## config.mk

```make
export PLATFORM = sky130hd
export DESIGN_NAME = bus_cycle_ctrl
export DESIGN_NICKNAME = d
export VERILOG_FILES = /design/src/rtl/bus_cycle_ctrl.sv
export SDC_FILE = /design/constraint.sdc
export NUM_CORES = 1
export LEC_CHECK = 0
export ABC_AREA = 1
export BUFFER_PORTS_ARGS = -buffer_cell sky130_fd_sc_hd__buf_4
export CAP_MARGIN = 20
export CORE_UTILIZATION = 50
export CTS_CLUSTER_SIZE = 25
export DETAILED_ROUTE_END_ITERATION = 10
export GPL_ROUTABILITY_DRIVEN = 0
export GPL_TIMING_DRIVEN = 0
export PLACE_DENSITY = 0.77
export SLEW_MARGIN = 40
export SYNTH_ARGS = -nofsm -noshare
export SYNTH_HDL_FRONTEND = slang
export SYNTH_SLANG_ARGS = --single-unit
```

## constraint.sdc

```tcl
create_clock -name clk -period 2.85 [get_ports clk]
set_input_delay 0.57 -clock clk [delete_from_list [all_inputs] [get_ports clk]]
set_output_delay 0.57 -clock clk [all_outputs]
set_load 0.1 [all_outputs]
```

## src/rtl/bus_cycle_ctrl.sv

```systemverilog
module bus_cycle_ctrl #(
  parameter int DIG_TMO = 64,
  parameter int ANA_TMO = 4096
) (
  input  logic        clk,
  input  logic        rst_n,
  input  logic        cpu_sel,
  input  logic        cpu_wr,
  input  logic [2:0]  cpu_off,
  input  logic [15:0] cpu_wdata,
  output logic [15:0] cpu_rdata,
  output logic        irq,
  output logic        bp_req,
  output logic        bp_analog,
  output logic        bp_read,
  output logic [3:0]  bp_mod,
  output logic [3:0]  bp_sub,
  output logic [7:0]  bp_wdata,
  input  logic        bp_ack,
  input  logic        bp_nack,
  input  logic [11:0] bp_rdata
);
  localparam int TW = $clog2(ANA_TMO + 1);
  localparam logic [1:0] REG_ADDR = 2'd0;
  localparam logic [1:0] REG_DATA = 2'd1;
  localparam logic [1:0] REG_STAT = 2'd2;
  localparam logic [1:0] REG_CTRL = 2'd3;

  logic [15:0]   addr_q;
  logic [11:0]   data_q;
  logic [2:0]    ctrl_q;
  logic [TW-1:0] tmr_q;
  logic          busy_q, rdy_q, ovl_q, nack_q, ato_q, err_q, irq_q;

  wire wr_addr = cpu_sel & cpu_wr & (cpu_off[2:1] == REG_ADDR);
  wire wr_data = cpu_sel & cpu_wr & (cpu_off[2:1] == REG_DATA);
  wire wr_stat = cpu_sel & cpu_wr & (cpu_off[2:1] == REG_STAT);
  wire wr_ctrl = cpu_sel & cpu_wr & (cpu_off[2:1] == REG_CTRL);
  wire rd_stat = cpu_sel & ~cpu_wr & (cpu_off[2:1] == REG_STAT);

  wire smr     = ctrl_q[2];
  wire is_ana  = addr_q[15];
  wire start   = wr_addr & ~busy_q & ~smr;
  wire overlap = wr_addr & busy_q & ~smr;
  wire live    = busy_q & ~smr;

  wire [TW-1:0] limit = is_ana ? TW'(ANA_TMO - 1) : TW'(DIG_TMO - 1);
  wire expired  = (tmr_q == limit);
  wire done_ok  = live & bp_ack & ~bp_nack;
  wire done_nak = live & bp_nack;
  wire done_tmo = live & ~bp_ack & ~bp_nack & expired;
  wire done     = done_ok | done_nak | done_tmo;
  wire set_nack = done_nak | (done_tmo & ~is_ana);
  wire set_ato  = done_tmo & is_ana;
  wire irq_en   = is_ana ? ctrl_q[0] : ctrl_q[1];

  always_ff @(posedge clk) begin
    if (!rst_n) begin
      addr_q <= '0;
      busy_q <= 1'b0;
      rdy_q  <= 1'b0;
      tmr_q  <= '0;
    end else if (start) begin
      addr_q <= cpu_wdata;
      busy_q <= 1'b1;
      rdy_q  <= 1'b0;
      tmr_q  <= '0;
    end else if (smr) begin
      busy_q <= 1'b0;
    end else if (done) begin
      busy_q <= 1'b0;
      rdy_q  <= 1'b1;
    end else if (busy_q) begin
      tmr_q  <= tmr_q + 1'b1;
    end
  end

  always_ff @(posedge clk) begin
    if (!rst_n)
      data_q <= '0;
    else if (wr_data && !busy_q)
      data_q <= cpu_wdata[11:0];
    else if (done_ok && addr_q[14])
      data_q <= is_ana ? bp_rdata : {4'h0, bp_rdata[7:0]};
  end

  always_ff @(posedge clk) begin
    if (!rst_n) begin
      ovl_q  <= 1'b0;
      nack_q <= 1'b0;
      ato_q  <= 1'b0;
      err_q  <= 1'b0;
    end else begin
      ovl_q  <= overlap  | (ovl_q  & ~wr_stat);
      nack_q <= set_nack | (nack_q & ~wr_stat);
      ato_q  <= set_ato  | (ato_q  & ~wr_stat);
      err_q  <= overlap | set_nack | set_ato | (err_q & ~wr_stat);
    end
  end

  always_ff @(posedge clk) begin
    if (!rst_n) begin
      ctrl_q <= '0;
      irq_q  <= 1'b0;
    end else begin
      if (wr_ctrl) ctrl_q <= cpu_wdata[2:0];
      if (done && irq_en) irq_q <= 1'b1;
      else if (rd_stat)   irq_q <= 1'b0;
    end
  end

  always_comb begin
    case (cpu_off[2:1])
      REG_ADDR: cpu_rdata = addr_q;
      REG_DATA: cpu_rdata = {err_q, 3'b000, data_q};
      REG_STAT: cpu_rdata = {12'h000, ato_q, nack_q, ovl_q, rdy_q};
      default:  cpu_rdata = {13'h0000, ctrl_q};
    endcase
  end

  assign irq       = irq_q;
  assign bp_req    = live;
  assign bp_analog = addr_q[15];
  assign bp_read   = addr_q[14];
  assign bp_mod    = addr_q[11:8];
  assign bp_sub    = addr_q[3:0];
  assign bp_wdata  = data_q[7:0];
endmodule

```

# Yosys cells after proc, flatten, opt, wreduce, memory -nomap -nowiden
# Cells that the tools add are included.
# Widths: inputs -> output; s select.
# classes
n_eq_ne,4
n_addsub,1
n_bitwise,42
reduce_logical,11
n_mux,11
# ops
op,count
$mux 12,4
$pmux 16 s3,1
$and 1x1->1,24
$add 13x1->13 const B,1
$eq 13x12->1,1
$not 1->1,9
$or 1x1->1,9
$mux 1,6
$eq 2x2->1 const B,2
$reduce_bool 2->1,2
$logic_and 1x1->1,3
$reduce_and 3->1,1
$reduce_bool 3->1,1
$eq 2x1->1 const B,1
$logic_not 2->1,1
$reduce_and 2->1,1
$reduce_or 2->1,1
$logic_not 1->1,1
# totals
input_bits,37
elab_cells,80
register_bits,51

# Depth between registers and ports, before layout
# logic_depth
word_depth,10
ltp_mapped,10

# Worst setup path before layout
# No wires, ideal clock.
# synth_timing
path_kind,register to output
startpoint,register addr_q[15]
endpoint,output port cpu_rdata[15]
n_path_buf,1
arrival_time_ns,3.487
setup_slack_ns,-1.207
path_stages_with_launch,4
cell_sequence,dfxtp_1 clkbuf_1 inv_1 o21ai_0
# synth_between
elab_chain_cells,1
# synth_lines
element,line,rtl
from (decl),29,logic [15:0] addr_q;
from (signal assigned),64,addr_q <= cpu_wdata;
$pmux 16 s3,113,case (cpu_off[2:1])
to (decl),11,"output logic [15:0] cpu_rdata,"
# Every way passes these cells.

# Final worst setup path
# layout_timing
startpoint,input port cpu_off[2]
endpoint,output port cpu_rdata[15]
# layout_between
elab_chain_cells,2
# layout_lines
element,line,rtl
from (decl),9,"input logic [2:0] cpu_off,"
"$eq 2x2->1, or another cell as far along",113,
$pmux 16 s3 *,113,
# Mark *: on every way between the ends. The rest lies on a longest branch, timed or not.

==> metrics.txt <==
die area roughly 5700 um^2; worst r2r path cells 9; Vias/cell 5.398; syn_nets 430; Logic pwr share 20.0%; gr usage total 27.38%; Syn-to-layout area delta 27.40%; YS warnings 0; Setup violations, final 0; DR vias 2915; R2R Path End tmr_q[8]; PortBufs 71; CTS tree done; Slew HR 61.75%; # clock sinks 51; max incr delay on CP approximately 0.46 ns; R2R Path Start tmr_q[0]; Fin Setup TNS 0 ns; sequential share of power 51.4%; gr ovfl total 0; Min-Delay Path Class reg2reg; most common cell after layout, fill and taps aside nand2_1; number of cells on the critical path 8; Max Clk Rate 396.3 MHz; vias in the first global route 2559; Netlist Area Pre-Place roughly 2700 um^2; CTS Buf Count 5; crit path DAT 1.95 ns; CP endpoint cpu_rdata[15]; antenna cell count 0; layout cell share with drive strength beyond 1 approximately a quarter; sequential area share after synthesis 37.71%; H-tree Lvls 2; placed wire-length estimate 5.681 mm; Buffers & Inverters on Critical Path 5; Die X 75.59 um; # Post-CTS Setup Buffers 0; largest net degree at the start of global routing 16; final net count 508; crit-path cells buf_4, inv_1, nand2_1, inv_1, clkbuf_1, nand2_1, o21ai_1, buf_4; Max-Cap Viols 0; die height between 70 and 80 um; Cell variety after synth 33; Avg Synthesized Cell Area 6.907 um^2; core region area just over 5000 um^2; Top Ports 73; post-route ant nets 0; reg2reg setup slack 0.98 ns; first-pass GRT wire length between 10 and 15 mm; Layout Utilization 66.69%; crit path from cpu_off[2]; Startpoint Class input pin; Switching Power 457.6 uW; DRC violations left 0; CTS Hold Bufs 0; flops & latches, synth 51; status complete, no violations; RSZ-0062 raised after global routing false; Clock Tree Buf Depth 2; effective utilization at floorplan 52.35%; crit-path max FO 10; Crit path required time 2.28 ns; CTS Root Cell clkbuf_8; fin. max-slew vios 0; WL final 7.628 mm; most frequent cells in the layout nand2_1, buf_4, dfxtp_1; Worst VDD drop 0.0002603 V; worst slew pin tran about 0.57 ns; Crit-path slowest cell clkbuf_1; CTS resizes 0; Worst-Skew Late Latency 0.31 ns; Crit. End Element output pin; Clock power frac approximately 29%; switching share of power between 30% and 40%; Hold Vio Cnt, Final 0; num rows 26; Clk pin slew, worst setup/hold paths 0.09 ns; Layout Skew 0.01128 ns; critical path class in2out; Mapped Cells 392; WL per Instance around 14 um; drt pass-1 iters 6; internal power roughly 1000 uW; crit path time final 2.523 ns; crit share post-route 88.54%; Static Leakage 1.430 nW; Power Dens Cells 418.2 nW/um^2; Overall Power about 1.4 mW; antenna violations before repair 0; DR iter-0 viols 221; cell family with most CP delay buffers and inverters
==> worst register-to-register path, delay by kind of cell, from the launching register on <==
family	cells	cell delay, ns
simple gates	5	0.58
flops	1	0.49
buf+inv	2	0.32
fa+ha+maj	1	0.29
compound gates	1	0.07
==> final cells by class <==
type                    count  area [um^2]
fillers                   491         1723
repair buffers             71        533.0
clock buffers               5        68.82
clock inverters             2        13.76
inverters                  42        157.7
well taps                  70        87.58
plain buffers              34        210.2
multi-input cells         265         1358
flip-flops and latches     51         1021
==> flip-flops by register name, summed over array words and instances (netlist names) <==
signal	count
addr_q	16
ato_q	1
busy_q	1
ctrl_q	3
data_q	12
err_q	1
irq	1
nack_q	1
ovl_q	1
rdy_q	1
tmr_q	13
==> cell families (layout without fill, tap and decap cells) <==
group                      after synthesis  in the layout  synth area share, %
buffers and inverters                   76            154                13.22
adders and majority gates                1              1               0.4620
DFF                                     51             51                37.71
AOI/OAI and AO/OA                      101            101                20.19
and+or+nand+nor                        160            160                27.45
xor gates and xnor gates                 3              3               0.9706
==> per-layer routing <==
layer | GRT usage [%] | wire, um | vias up
met1 | 36.86 | 3327 | 1328
met2 | 44.54 | 3681 | 121
met5 | 0 | 0 | -
met3 | 3.968 | 467 | 15
li1 | - | - | 1451
met4 | 10.49 | 151 | 0
==> per-stage QoR <==
step	cells	hold slack, ns	instance area [um^2]	worst slack [ns]
after floorplan	392	0.4245	2746	-0.5637
after CTS	540	0.4592	3450	0.3499
after global routing	540	0.4884	3450	0.1270
final	540	0.4622	3450	0.3266
after detailed placement	533	0.4453	3367	0.3522
after global placement	533	0.4395	3367	0.3475
==> power groups by stage <==
| stage | logic, mW | clock network (mW) | registers (mW) |
|---|---|---|---|
| after floorplan | 0.188 | 0 | 0.762 |
| after global placement | 0.284 | 0 | 0.757 |
| after detailed placement | 0.287 | 0 | 0.758 |
| after CTS | 0.287 | 0.413 | 0.741 |
| after global routing | 0.306 | 0.446 | 0.744 |
| final | 0.288 | 0.413 | 0.741 |
==> synthesized netlist by cell type <==
library cell	n	area, um^2
xor2_1	3	26.28
nand2_2	1	6.260
a21oi_1	37	185.2
dfxtp_1	51	1021
o21bai_1	1	7.510
a21oi_2	1	8.760
inv_1	40	150.1
o21ai_0	43	215.2
o21ai_1	1	5.000
o21ai_2	1	8.760
nand3_1	15	75.07
nor2_2	1	6.260
a31oi_1	12	75.07
buf_4	16	120.1
nand3_4	2	35.03
nand4_1	18	112.6
buf_1	2	7.510
o211ai_1	1	7.510
nor2_1	25	93.84
ha_1	1	12.51
buf_6	1	11.26
nand2_1	90	337.8
nor3_2	1	10.01
nor3_1	1	5.000
clkbuf_1	11	41.29
nor2_4	1	11.26
nor2_8	1	20.02
inv_2	2	7.510
a211oi_1	1	7.510
buf_2	4	20.02
nand3b_1	4	30.03
a221oi_1	1	8.760
o2111ai_1	2	17.52
==> worst min path at each step <==
stage,startpoint,endpoint,depth (start not counted)
after floorplan,addr_q[4],addr_q[4],2
after global placement,addr_q[13],addr_q[13],2
after detailed placement,addr_q[13],addr_q[13],2
after CTS,addr_q[13],addr_q[13],2
after global routing,addr_q[12],addr_q[12],2
final,addr_q[12],addr_q[12],2
Power figures use the tool's default switching activity.
